==> src/rtl/qscan_pkg.sv <==
package qscan_pkg;
  typedef enum logic [2:0] {
    M_OFF      = 3'd0,
    M_SW_ONCE  = 3'd1,
    M_SW_LOOP  = 3'd2,
    M_PIN_ONCE = 3'd3,
    M_PIN_LOOP = 3'd4,
    M_TMR_ONCE = 3'd5,
    M_TMR_LOOP = 3'd6,
    M_GATED    = 3'd7
  } scan_mode_e;

  localparam int FLAG_N     = 3;
  localparam int FLAG_DONE  = 0;
  localparam int FLAG_PAUSE = 1;
  localparam int FLAG_OVR   = 2;
endpackage

==> src/rtl/qscan_trig_ctl.sv <==
module qscan_trig_ctl
  import qscan_pkg::*;
(
  input  logic       clk,
  input  logic       rst,
  input  logic [2:0] mode_i,
  input  logic       pin_i,
  input  logic       tick_i,
  input  logic       start_i,
  input  logic       pause_i,
  input  logic       eoq_i,
  input  logic       done_flag_i,
  output logic       active_o,
  output logic       ovr_set_o
);
  scan_mode_e mode;
  logic       pin_q;
  logic       pin_rise;

  assign mode     = scan_mode_e'(mode_i);
  assign pin_rise = pin_i & ~pin_q;

  always_ff @(posedge clk) begin
    if (rst) begin
      pin_q    <= 1'b0;
      active_o <= 1'b0;
    end else begin
      pin_q <= pin_i;
      if (start_i)
        active_o <= 1'b1;
      else if (pause_i || eoq_i)
        active_o <= 1'b0;
    end
  end

  // The trigger that causes an overrun is dropped; the scan keeps running.
  always_comb begin
    case (mode)
      M_PIN_ONCE, M_PIN_LOOP: ovr_set_o = pin_rise & active_o;
      M_TMR_ONCE, M_TMR_LOOP: ovr_set_o = tick_i & active_o;
      M_GATED:                ovr_set_o = pin_i & eoq_i & done_flag_i;
      default:                ovr_set_o = 1'b0;
    endcase
  end

  p_sw_quiet_r5: assert property (@(posedge clk) disable iff (rst)
    (mode_i <= 3'd2) |-> !ovr_set_o);
  p_start_active_r2: assert property (@(posedge clk) disable iff (rst)
    start_i |=> active_o);
  p_ovr_needs_active_r3: assert property (@(posedge clk) disable iff (rst)
    (ovr_set_o && mode_i != 3'd7) |-> active_o);
endmodule

==> src/rtl/qscan_flag_cell.sv <==
module qscan_flag_cell (
  input  logic clk,
  input  logic rst,
  input  logic set_i,
  input  logic rd_i,
  input  logic wr_i,
  input  logic wbit_i,
  output logic flag_o
);
  logic arm_q;
  logic clr_ok;

  assign clr_ok = wr_i & ~wbit_i & arm_q;

  always_ff @(posedge clk) begin
    if (rst) begin
      flag_o <= 1'b0;
      arm_q  <= 1'b0;
    end else begin
      if (set_i)
        flag_o <= 1'b1;
      else if (clr_ok)
        flag_o <= 1'b0;

      if (set_i || clr_ok)
        arm_q <= 1'b0;
      else if (rd_i)
        arm_q <= flag_o;
    end
  end

  p_set_wins_r10: assert property (@(posedge clk) disable iff (rst)
    set_i |=> flag_o);
  p_keep_unarmed_r9: assert property (@(posedge clk) disable iff (rst)
    (flag_o && !arm_q) |=> flag_o);
endmodule

==> src/rtl/qscan_flag_unit.sv <==
module qscan_flag_unit
  import qscan_pkg::*;
#(
  parameter int NF = FLAG_N
) (
  input  logic          clk,
  input  logic          rst,
  input  logic [2:0]    mode_i,
  input  logic          pin_i,
  input  logic          tick_i,
  input  logic          start_i,
  input  logic          pause_i,
  input  logic          eoq_i,
  input  logic          rd_i,
  input  logic          wr_i,
  input  logic [NF-1:0] wdata_i,
  input  logic [NF-1:0] irq_en_i,
  output logic [NF-1:0] rdata_o,
  output logic [NF-1:0] flags_o,
  output logic [NF-1:0] irq_o,
  output logic          active_o
);
  logic          ovr_set;
  logic [NF-1:0] set_vec;

  qscan_trig_ctl u_ctl (
    .clk        (clk),
    .rst        (rst),
    .mode_i     (mode_i),
    .pin_i      (pin_i),
    .tick_i     (tick_i),
    .start_i    (start_i),
    .pause_i    (pause_i),
    .eoq_i      (eoq_i),
    .done_flag_i(flags_o[FLAG_DONE]),
    .active_o   (active_o),
    .ovr_set_o  (ovr_set)
  );

  always_comb begin
    set_vec             = '0;
    set_vec[FLAG_DONE]  = eoq_i;
    set_vec[FLAG_PAUSE] = pause_i;
    set_vec[FLAG_OVR]   = ovr_set;
  end

  for (genvar i = 0; i < NF; i++) begin : g_flag
    qscan_flag_cell u_cell (
      .clk   (clk),
      .rst   (rst),
      .set_i (set_vec[i]),
      .rd_i  (rd_i),
      .wr_i  (wr_i),
      .wbit_i(wdata_i[i]),
      .flag_o(flags_o[i])
    );
  end

  always_ff @(posedge clk) begin
    if (rst)
      rdata_o <= '0;
    else if (rd_i)
      rdata_o <= flags_o;
  end

  assign irq_o = flags_o & irq_en_i;

  p_read_r8: assert property (@(posedge clk) disable iff (rst)
    rd_i |=> (rdata_o == $past(flags_o)));
  p_eoq_done_r7: assert property (@(posedge clk) disable iff (rst)
    eoq_i |=> flags_o[FLAG_DONE]);
endmodule

==> config.mk <==
export PLATFORM = sky130hd
export DESIGN_NAME = qscan_flag_unit
export DESIGN_NICKNAME = d
export VERILOG_FILES = /design/src/rtl/qscan_pkg.sv /design/src/rtl/qscan_trig_ctl.sv /design/src/rtl/qscan_flag_cell.sv /design/src/rtl/qscan_flag_unit.sv
export SDC_FILE = /design/constraint.sdc
export NUM_CORES = 1
export LEC_CHECK = 0
export BUFFER_PORTS_ARGS = -buffer_cell sky130_fd_sc_hd__buf_4
export CORE_MARGIN = 1.5
export CORE_UTILIZATION = 30
export DETAILED_ROUTE_END_ITERATION = 10
export PLACE_DENSITY = 0.68
export SLEW_MARGIN = 20
export SYNTH_ARGS = -nofsm -noshare
export SYNTH_HDL_FRONTEND = slang
export SYNTH_SLANG_ARGS = --single-unit
==> constraint.sdc <==
create_clock -name clk -period 1.14 [get_ports clk]
set_input_delay 0.228 -clock clk [delete_from_list [all_inputs] [get_ports clk]]
set_output_delay 0.228 -clock clk [all_outputs]
set_load 0.03 [all_outputs]
[Yosys cells after proc, flatten, opt, wreduce, memory -nomap -nowiden]
Cells that the tools add are included.
Word-level totals
  output and inout bits: 10
  bits in latches: 0
  memory bits (read-only): 0
  memories: 0
  bits of input ports: 18
  word-level logic and storage cells: 52
  bits in writable memories: 0
  flip-flop bits (word level): 11
Cells by class
  shifts and indexed selects: 0
  bitwise operators: 16
  add/subtract/negate cells: 0
  magnitude comparators: 0
  equality and inequality tests: 5
  muxes and demuxes: 9
  reduce and logical (&&, ||, !) cells: 13
  div/mod/pow operators: 0
  multiply operators: 0
Operator list (count)
  equality test 3 bit, second input constant: 4
  AND 1 bit: 11
  OR reduction 2 bit: 5
  two-way mux 1 bit: 8
  nonzero test 2 bit: 4
  logical OR 1 bit: 4
  inverter 1 bit: 4
  AND 3 bit: 1
  equality test 3 x 2 -> 1 bit, second input constant: 1
  case mux 1 bit (3 select lines): 1

[Longest topological paths before layout]
Gate-level depths: netlist of run 1.
  depth after elaboration: 6
  mapped depth: 4
  depth with buffers taken out: 4

[Cells and area by module]
From an unflattened synthesis of run 1, not the netlist that was laid out.
Unflattened totals
  cell total of the unflattened synthesis: 53
  area total of the unflattened synthesis: 511.7 um^2
Modules (own cells, without submodules)
  qscan_flag_cell: cells each 8, instances 3, seq. area each 40.0 um^2, area each 87.6 um^2
  qscan_trig_ctl: cells each 17, instances 1, seq. area each 40.0 um^2, area each 128.9 um^2
  qscan_flag_unit: cells each 12, instances 1, seq. area each 60.1 um^2, area each 120.1 um^2

[Worst setup path after synthesis of run 1]
No wires, ideal clock.
  path type: register to register
  start point: register u_ctl.active_o
  end point: register g_flag[2].u_cell.arm_q
  data arrival time: 0.833 ns
  cell stages (with the launch flop): 3
  path slack: 0.191 ns
  buffers on the path: 0
  data required time: 1.024 ns
  period minus slack after synthesis: 0.949 ns
  setup time: 0.116 ns
  cells stage by stage: dfxtp_1 > o2111ai_1 > and4_1
On the way
  word-level cells in the longest chain between the ends: 4
  elaborated cells between the ends (all ways): 5
  those cells by class: 1 x mux; 2 x bitwise; 2 x reduce/logical
Ends and longest elaborated chain
  from (decl): RTL line qscan_trig_ctl.sv:13  | output logic active_o,
  from (signal assigned): RTL line qscan_trig_ctl.sv:26  | active_o <= 1'b0;
  from (signal assigned): RTL line qscan_trig_ctl.sv:30  | active_o <= 1'b1;
  from (signal assigned): RTL line qscan_trig_ctl.sv:32  | active_o <= 1'b0;
  AND 1 bit, on equally long branches: RTL line qscan_trig_ctl.sv:40, qscan_trig_ctl.sv:39
  case mux 1 bit (3 select lines) (*): RTL line qscan_trig_ctl.sv:38  | case (mode)
  logical OR 1 bit (*): RTL line qscan_flag_cell.sv:25  | if (set_i || clr_ok)
  OR reduction 2 bit (no source line) (*)
  to (signal assigned): RTL line qscan_flag_cell.sv:28  | arm_q <= flag_o;
  to (decl): RTL line qscan_flag_cell.sv:10  | logic arm_q;
Mark *: on every way between the ends. The rest lies on a longest branch, timed or not.
A chain may end at the register's enable or synchronous reset.

[Final worst setup path of run 1]
  start point: register g_flag[2].u_cell.flag_o
  end point: output irq_o[2]
On the way
  word-level cells in the longest chain between the ends: 1
Ends and longest elaborated chain
  from (decl): RTL line qscan_flag_cell.sv:8  | output logic flag_o
  from (signal assigned): RTL line qscan_flag_cell.sv:17  | flag_o <= 1'b0;
  from (signal assigned): RTL line qscan_flag_cell.sv:21  | flag_o <= 1'b1;
  from (signal assigned): RTL line qscan_flag_cell.sv:23  | flag_o <= 1'b0;
  AND 3 bit: RTL line qscan_flag_unit.sv:66  | assign irq_o = flags_o & irq_en_i;
  to (decl): RTL line qscan_flag_unit.sv:20  | output logic [NF-1:0] irq_o,
No other way between the ends.

==> results.cfg, run 1 <==
[status]
outcome = finished, final reports clean

[drt]
drt-total-wl_microns = 1140
ant_nets = 0
wl_met2_microns = 536
wl_per_cell_microns = 11.3
dr.pass1.iters = 2
met3_length_microns = 76
via_per_inst = 4.71
top_layer = met4
drc_errors = 0
vias = 476
wl_met1_microns = 504
drtIter0Drc = 1

[logic_synthesis]
syn_area_per_cell_sq_um = 8.87
ys.flop_type = dfxtp_1
synthDistinctLibCells = 20
synth_compound_area_share_pct = 11.6
synth-edff-count = 0
synthAdderAreaFrac_pct = 0
ys_seq_elements = 11
synth_simple_gate_area_share_pct = 23.5
ys_warn_count = 0
muxShareOfSynthArea_pct = 12.4
syn_inst = 57
yosysSeqAreaShare_pct = 43.6
synth.net_count = 75
synth_area_leaders = dfxtp_1 44%, mux2i_1 7.9%, nor2_1 6.7%, buf_4 4.5%, mux2_2 4.5%
synth.top_cell.area_share_pct = 43.6
synth_xor_area_share_pct = 0
async_reset_ff_share_pct = 0
ys_top_cells_by_count = 11 x dfxtp_1, 9 x nor2_1, 4 x a21oi_1, 4 x mux2i_1
syn_area_sq_um = 505
yosysMostFrequentCell = dfxtp_1
synth_top_cell_by_area = dfxtp_1
synth_top_family_by_area = simple AND/OR/NAND/NOR gates

[power]
total_leakage_power_nw = 0.358
p_int_w = 0.000636
seqPwrFrac_pct = 48.1
powerDensity_nw_per_um2 = 1140
netSwitchingFraction_pct = 26.3
switching_power_w = 0.000227
comb_power_share_pct = 22.0
peakVddDrop_mv = 0.512
p_clk_share_pct = 30.0

[clocking]
hold_buffers = 0
htree_levels = 1
clkTransAtPathRegs_ps = 70
cts_tree = built
numCtsBuffers = 3
cts.sinks = 11
cts_root_buf = clkbuf_4
clk_path_buf_depth = 2
insertion_delay_ps = 260

[timing]
worst_slew_pin_slew_ps = 188
fin_crit_sh_pct = 97.2
finalSetupViolCount = 0
rsz0062_at_grt = true
period_needed_ps = 1110
hold_slack_ps = 148
finClkSkew_ps = 4.76
relSlewSlack_pct = 87.5
max_freq_ghz = 0.903
finalMaxSlewViolations = 0
finalHoldViolCount = 0

[hold_path]
hold_path_depth = 2
hp-class = input pin to flop
hold_start = pause_i

[grt]
grt_max_degree = 12
grt_pass1_vias = 416
grt.total_usage_pct = 12.6
grt_overflow_total = 0
antenna_found_initial = 0
grt_pass1_wl_microns = 1720

[critical_path]
slowest_stage = dfxtp_4
cp.required_ps = 910
crit_start = g_flag[2].u_cell.flag_o
crit_type = flop to primary output
worstSetupEndpointType = primary output
reg2reg_from = g_flag[0].u_cell.flag_o
startpoint_type = flop
critPathArrivalTime_ps = 880
crit_chain = and2_4 -> buf_6
cp_max_fo = 5
cpPeakStageDelay_ps = 360
worst-r2r-cell-count = 4

[finish]
layout.nets = 104
fill_cells = 151
ff_latch_area_sq_um = 229
final_util_pct = 49.1
drive_above_1_share_pct = 47.1
diodes = 0
multi_input_area_sq_um = 245
syn2layout_area_growth_pct = 49.8

[die]
fp.coreArea_sq_um = 1540
initial_utilization_pct = 32.8
die_h_microns = 44.1
io_pins = 28
die_w_microns = 44.1
num_rows = 14
fp.dieArea_sq_um = 1940

[place]
dpl.hpwl_microns = 891
io_buffers = 27
routabilityCongestion = 0.706

[run]
drv_cap = 0
## sequential cells by signal (all words and copies together), names as in the netlist
name	flops
u_ctl.active_o	1
g_flag.u_cell.flag_o	3
g_flag.u_cell.arm_q	3
u_ctl.pin_q	1
rdata_o	3
## kinds of logic after synthesis
family / after synthesis
AOI/OAI and AO/OA: 10
buffers and inverters: 7
DFF: 11
muxes: 6
and+or+nand+nor: 23
## power by group through the flow
stage	Clock [W]	Sequential, W	Combinational, W
after detailed placement	0	0.000426	0.000176
after CTS	0.000268	0.000419	0.000180
after floorplan	0	0.000436	0.0000884
final	0.000259	0.000415	0.000190
after global routing	0.000292	0.000418	0.000203
after global placement	0	0.000426	0.000173
## critical path: cells and delay by family (launching register included)
family	cells	cell delay, ps
buf+inv	1	130
flops	1	360
simple gates	1	130
## final cells by class
| cell class | instances | share of cell area, % |
|---|---|---|
| multi-input combinational | 39 | 32.4 |
| sequential | 11 | 30.2 |
| timing repair buffer | 29 | 30.2 |
| clock buffer | 4 | 3.47 |
| tap | 16 | 2.64 |
| inverter | 2 | 0.992 |
## through the flow
| stage | instance area (sq um) | total power (W) | instances | setup slack, ps | TNS, ps |
|---|---|---|---|---|---|
| after floorplan | 505 | 0.000524 | 57 | 191 | 0 |
| final | 757 | 0.000864 | 101 | 32.3 | 0 |
| after global routing | 757 | 0.000913 | 101 | -1.65 | -1.65 |
| after global placement | 691 | 0.000599 | 95 | 167 | 0 |
| after detailed placement | 691 | 0.000603 | 95 | 167 | 0 |
| after CTS | 727 | 0.000867 | 99 | 3.55 | 0 |
## path summary, 6_finish.rpt
kind / end / slack [ps]
worst min register to register: rdata_o[1] / 500
worst max-delay path: irq_o[2] / 30
worst min-delay path: g_flag[1].u_cell.arm_q / 150
worst max register to register: g_flag[2].u_cell.arm_q / 160
## layout by cell type, fill, tap and decap left out, drive strengths merged
| cell type | synthesis | layout |
|---|---|---|
| a21o | 1 | 1 |
| a21oi | 4 | 4 |
| a31oi | 1 | 1 |
| and2 | 3 | 3 |
| and4 | 2 | 2 |
| buf | 4 | 29 |
| clkbuf | 1 | 4 |
| dfxtp | 11 | 11 |
| inv | 2 | 2 |
| mux2 | 2 | 2 |
| mux2i | 4 | 4 |
| nand2 | 3 | 3 |
| nand3 | 1 | 1 |
| nand3b | 3 | 3 |
| nor2 | 9 | 9 |
| nor3 | 2 | 2 |
| o2111ai | 1 | 1 |
| o21ai | 3 | 3 |
## timing repair
| action | in CTS | in global routing |
|---|---|---|
| setup buffers | 0 | 2 |
| gates resized for setup | 5 | 5 |
| setup endpoints to repair | 3 | 3 |
| cloned | 0 | 0 |
## routing by layer
metal  global-route usage [%]  up-vias
met5                        0        -
met4                     10.9        0
met3                     2.45        2
met2                     20.0       16
met1                     14.2      208
li1                         -      250
Note: power is estimated with default switching activity, not from simulation.
==> run 2, diff against run 1 <==
clock period = 1.3 ns   (was 1.14 ns; I/O delays follow)
==> run 2 against run 1 <==
Effect of this change:
- critical path depth unchanged
- sequential power down 12%
- cell count down 2.0%
- flip-flop and latch count unchanged
- total power fell by 15%
- clock skew down 2.1 ps
- non-clock buffer count down 2
- core utilization fell by 2.6 points
- critical path type unchanged
- highest routed layer unchanged
==> results.cfg, run 2 (synthesized netlist as in run 1, its figures left out) <==
[place]
io_buffers = 27
dpl.hpwl_microns = 862
dpl-instance-area_sq_um = 691
routabilityCongestion = 0.717

[critical_path]
slowest_stage = dfxtp_1
cpPeakStageDelay_ps = 410
cp.required_ps = 1040
critPathArrivalTime_ps = 970
worst-r2r-cell-count = 3
cp_max_fo = 6
crit_start = g_flag[0].u_cell.flag_o
timing.critical_path.max_delay_family = flip-flops
reg2reg_to = g_flag[2].u_cell.arm_q
reg2reg_slack_ps = 320
critPathBufInv = 1
crit_type = flop to primary output
cp-endpoint = irq_o[0]
crit_chain = and2_1 -> buf_4
cp.depth = 2
startpoint_type = flop
worstSetupEndpointType = primary output
reg2reg_from = g_flag[0].u_cell.flag_o

[power]
peakVddDrop_mv = 0.532
p_int_w = 0.000549
p_clk_share_pct = 29.6
powerDensity_nw_per_um2 = 1030
comb_power_share_pct = 20.7
seqPwrFrac_pct = 49.7
total_leakage_power_nw = 0.341
total_power_w = 0.000736
switching_power_w = 0.000187
netSwitchingFraction_pct = 25.4

[finish]
final_cell_mix = 27 x buf_4, 11 x dfxtp_1, 9 x nor2_1
layout_commonest_cell = buf_4
layout.nets = 102
fill_cells = 161
syn2layout_area_growth_pct = 41.8
diodes = 0
drive_above_1_share_pct = 39.8
largest_registers = g_flag.u_cell.arm_q: 3 flops, g_flag.u_cell.flag_o: 3 flops, rdata_o: 3 flops
final_cell_area_sq_um = 717

[timing]
rsz0062_at_grt = false
finalMaxSlewViolations = 0
finClkSkew_ps = 2.63
fin_crit_sh_pct = 94.4
worst_slew_pin_slew_ps = 196
period_needed_ps = 1230
finalHoldViolCount = 0
max_freq_ghz = 0.815
hold_slack_ps = 182
finalSetupViolCount = 0
setup_tns_ps = 0
relSlewSlack_pct = 86.9

[drt]
wl_per_cell_microns = 10.5
vias = 470
ant_nets = 0
drc_errors = 0
drtIter0Drc = 1
dr.pass1.iters = 2
via_per_inst = 4.75
drt-total-wl_microns = 1040

[grt]
grt_util_met2_pct = 20.0
use_met1_pct = 11.2
grt.total_usage_pct = 11.3
busiest_layer = met2
grt_pass1_vias = 410
grt_util_met3_pct = 4.90
antenna_found_initial = 0
grt_pass1_wl_microns = 1600
grt_overflow_total = 0
grt_max_degree = 12

[die]
die_w_microns = 44.1
die_h_microns = 44.1
initial_utilization_pct = 32.8
io_pins = 28
fp.dieArea_sq_um = 1940
fp.coreArea_sq_um = 1540
num_rows = 14

[clocking]
cts_root_buf = clkbuf_4
insertion_delay_ps = 260
cts.sinks = 11
cts_tree = built
post-cts-setup-buffer-count = 0
numCtsBuffers = 3
clk_path_buf_depth = 2
hold_buffers = 0
clkTransAtPathRegs_ps = 60
post_cts_resized = 0
htree_levels = 1

[hold_path]
hp-class = input pin to flop

[status]
outcome = finished, final reports clean

[run]
drv_cap = 0
[run 2: cell count changes in the layout (fill, tap and decap cells not counted)]
cell	change
dfxtp_2	-1
buf_6	-3
dfxtp_1	+3
dfxtp_4	-2
and2_4	-2
and2_1	+2
buf_4	+1
[run 2: final cells by class]
type / instances / area, sq um / share of cell area, %
clock buffer: 4 / 26.3 / 3.66
inverter: 2 / 7.51 / 1.05
multi-input combinational: 39 / 240 / 33.5
sequential: 11 / 220 / 30.7
tap: 16 / 20.0 / 2.79
timing repair buffer: 27 / 203 / 28.3
[run 2: power groups by stage]
stage / Combinational [W] / Sequential [W] / Clock (W)
3_5_place_dp: 0.000154 / 0.000373 / 0
4_1_cts: 0.000154 / 0.000366 / 0.000228
2_1_floorplan: 0.0000775 / 0.000382 / 0
5_1_grt: 0.000165 / 0.000368 / 0.000238
3_3_place_gp: 0.000152 / 0.000373 / 0
6_report: 0.000152 / 0.000366 / 0.000218
[run 2: how the worst min path moves through the flow]
stage               startpoint                endpoint  slack [ps]  cells after the start
finish                 pause_i  g_flag[1].u_cell.arm_q         180                      2
global route           pause_i  g_flag[1].u_cell.arm_q         180                      2
CTS                    pause_i  g_flag[1].u_cell.arm_q         180                      2
detailed placement     pause_i  g_flag[1].u_cell.arm_q         460                      2
global placement       pause_i  g_flag[1].u_cell.arm_q         450                      2
floorplan                eoq_i  g_flag[0].u_cell.arm_q         340                      1
[run 2: metrics by stage]
| step | setup slack [ps] | utilization, % | cells |
|---|---|---|---|
| 6_report | 72.7 | 46.5 | 99 |
| 3_5_place_dp | 316 | 44.8 | 95 |
| 4_1_cts | 60.5 | 46.5 | 99 |
| 5_1_grt | 24.7 | 46.5 | 99 |
| 3_3_place_gp | 326 | 44.8 | 95 |
| 2_1_floorplan | 351 | - | 57 |
[run 2: routing by layer]
layer	wire (microns)	share of wire, %
met4	15	1.4
met5	0	0
met3	92	8.9
met1	428	41
met2	501	48
[run 2: worst register-to-register path: cells and delay by family (launching register included)]
family / cells / cell delay, ps
AND/OR/NAND/NOR: 3 / 470
flip-flops: 1 / 410
==> run 3, diff against run 2 <==
RECOVER_POWER = 100   (was not set)
SETUP_SLACK_MARGIN = 0.4   (was not set)
==> run 3 against run 2 <==
Effect of this change:
- via count rose by 5.7%
- total power rose by 4.7%
- flip-flop and latch count did not move
- count of clock-buffer cells in the layout did not move
- largest power group unchanged
==> results.cfg, run 3 (synthesized netlist as in run 1, its figures left out) <==
[finish]
layout_commonest_cell = buf_4
drive_above_1_share_pct = 43.8
layout.nets = 108
largest_registers = g_flag.u_cell.arm_q: 3 flops, g_flag.u_cell.flag_o: 3 flops, rdata_o: 3 flops
diodes = 0
syn2layout_area_growth_pct = 51.7
final_cell_mix = 20 x buf_4, 10 x dfxtp_1, 9 x nor2_1
final_cell_area_sq_um = 767

[critical_path]
slowest_stage = dfxtp_1
crit_chain = buf_4 -> clkbuf_2
cp.required_ps = 1040
timing.critical_path.max_delay_family = flip-flops
reg2reg_from = g_flag[0].u_cell.flag_o
startpoint_type = flop
cpPeakStageDelay_ps = 340
critPathArrivalTime_ps = 910
crit_start = g_flag[1].u_cell.flag_o
crit_type = flop to primary output
worstSetupEndpointType = primary output
critPathBufInv = 2
cp_max_fo = 3

[timing]
period_needed_ps = 1170
finClkSkew_ps = 0.891
relSlewSlack_pct = 75.7
finalHoldViolCount = 0
finalMaxSlewViolations = 0
finalSetupViolCount = 0
hold_slack_ps = 175
rsz0062_at_grt = true
worst_slew_pin_slew_ps = 366
max_freq_ghz = 0.857
fin_crit_sh_pct = 89.8
setup_tns_ps = 0

[status]
outcome = finished, final reports clean

[grt]
grt_pass1_wl_microns = 1850
grt_max_degree = 12
grt_overflow_total = 0
grt.total_usage_pct = 13.3
antenna_found_initial = 0
grt_pass1_vias = 433

[clocking]
cts_root_buf = clkbuf_4
numCtsBuffers = 3
clk_path_buf_depth = 2
cts_tree = built
insertion_delay_ps = 270
clkTransAtPathRegs_ps = 70
hold_buffers = 0
htree_levels = 1
cts.sinks = 11

[drt]
wl_met1_microns = 539
drtIter0Drc = 2
drc_errors = 0
wl_met2_microns = 549
drt-total-wl_microns = 1190
vias = 497
top_layer = met3
via_per_inst = 4.73
dr.pass1.iters = 2
met3_length_microns = 99
wl_per_cell_microns = 11.3
ant_nets = 0

[die]
fp.dieArea_sq_um = 1940
fp.coreArea_sq_um = 1540
num_rows = 14
die_h_microns = 44.1
initial_utilization_pct = 32.8
die_w_microns = 44.1
io_pins = 28

[hold_path]
hold_start = pause_i
hp-class = input pin to flop

[power]
total_leakage_power_nw = 0.363
powerDensity_nw_per_um2 = 1000
peakVddDrop_mv = 0.521

[place]
dpl-instance-area_sq_um = 696
routabilityCongestion = 0.708
io_buffers = 27

[run]
drv_cap = 0
## run 3: changes by cell type in the layout (fill, tap and decap cells not counted), sizes merged
cell,previous run,this run
clkbuf,4,12
buf,27,25
## run 3: per-stage QoR
stage	util (%)	setup slack, ps	cells	power [W]
after detailed placement	45.1	276	95	0.000528
after global placement	45.1	318	95	0.000526
after CTS	52.2	163	103	0.000788
after global routing	49.8	77.3	105	0.000808
final	49.8	132	105	0.000770
after floorplan	-	408	57	0.000463
## run 3: worst paths after layout
| kind | cells past startpoint | end | slack [ps] |
|---|---|---|---|
| setup / recovery | 2 | flags_o[1] | 130 |
| hold / removal | 2 | g_flag[1].u_cell.arm_q | 170 |
| setup reg to reg | 4 | g_flag[2].u_cell.arm_q | 190 |
| hold reg to reg | 2 | rdata_o[2] | 480 |
## run 3: repair_timing
item	4_1_cts	5_1_grt
setup buffers	4	2
gates resized for setup	20	1
endpoints found under the setup margin	12	14
pin swaps	0	1
gates cloned	0	0
## run 3: routing by layer
metal,GRT usage (%),vias to the layer above
met2,20.6,24
li1,-,262
met4,3.64,0
met5,0,-
met3,6.12,0
met1,16.8,211
## run 3: worst reg2reg max path, cell delays in order, from the launching register on
cell and delay, ps:
dfxtp_1 360, clkbuf_1 180, and4_1 200, nand3_1 100, and4_1 180
## run 3: area by class of cell
type | instances | area [sq um]
multi-input cells | 39 | 248
well taps | 16 | 20.0
fillers | 165 | 774
flip-flops and latches | 11 | 221
repair buffers | 33 | 244
inverters | 2 | 7.51
clock buffers | 4 | 26.3
## run 3: power by group
part	switching [W]	internal [W]
Clock	0.000113	0.000119
Combinational	0.0000858	0.0000895
Sequential	0.00000953	0.000353
Total	0.000209	0.000562
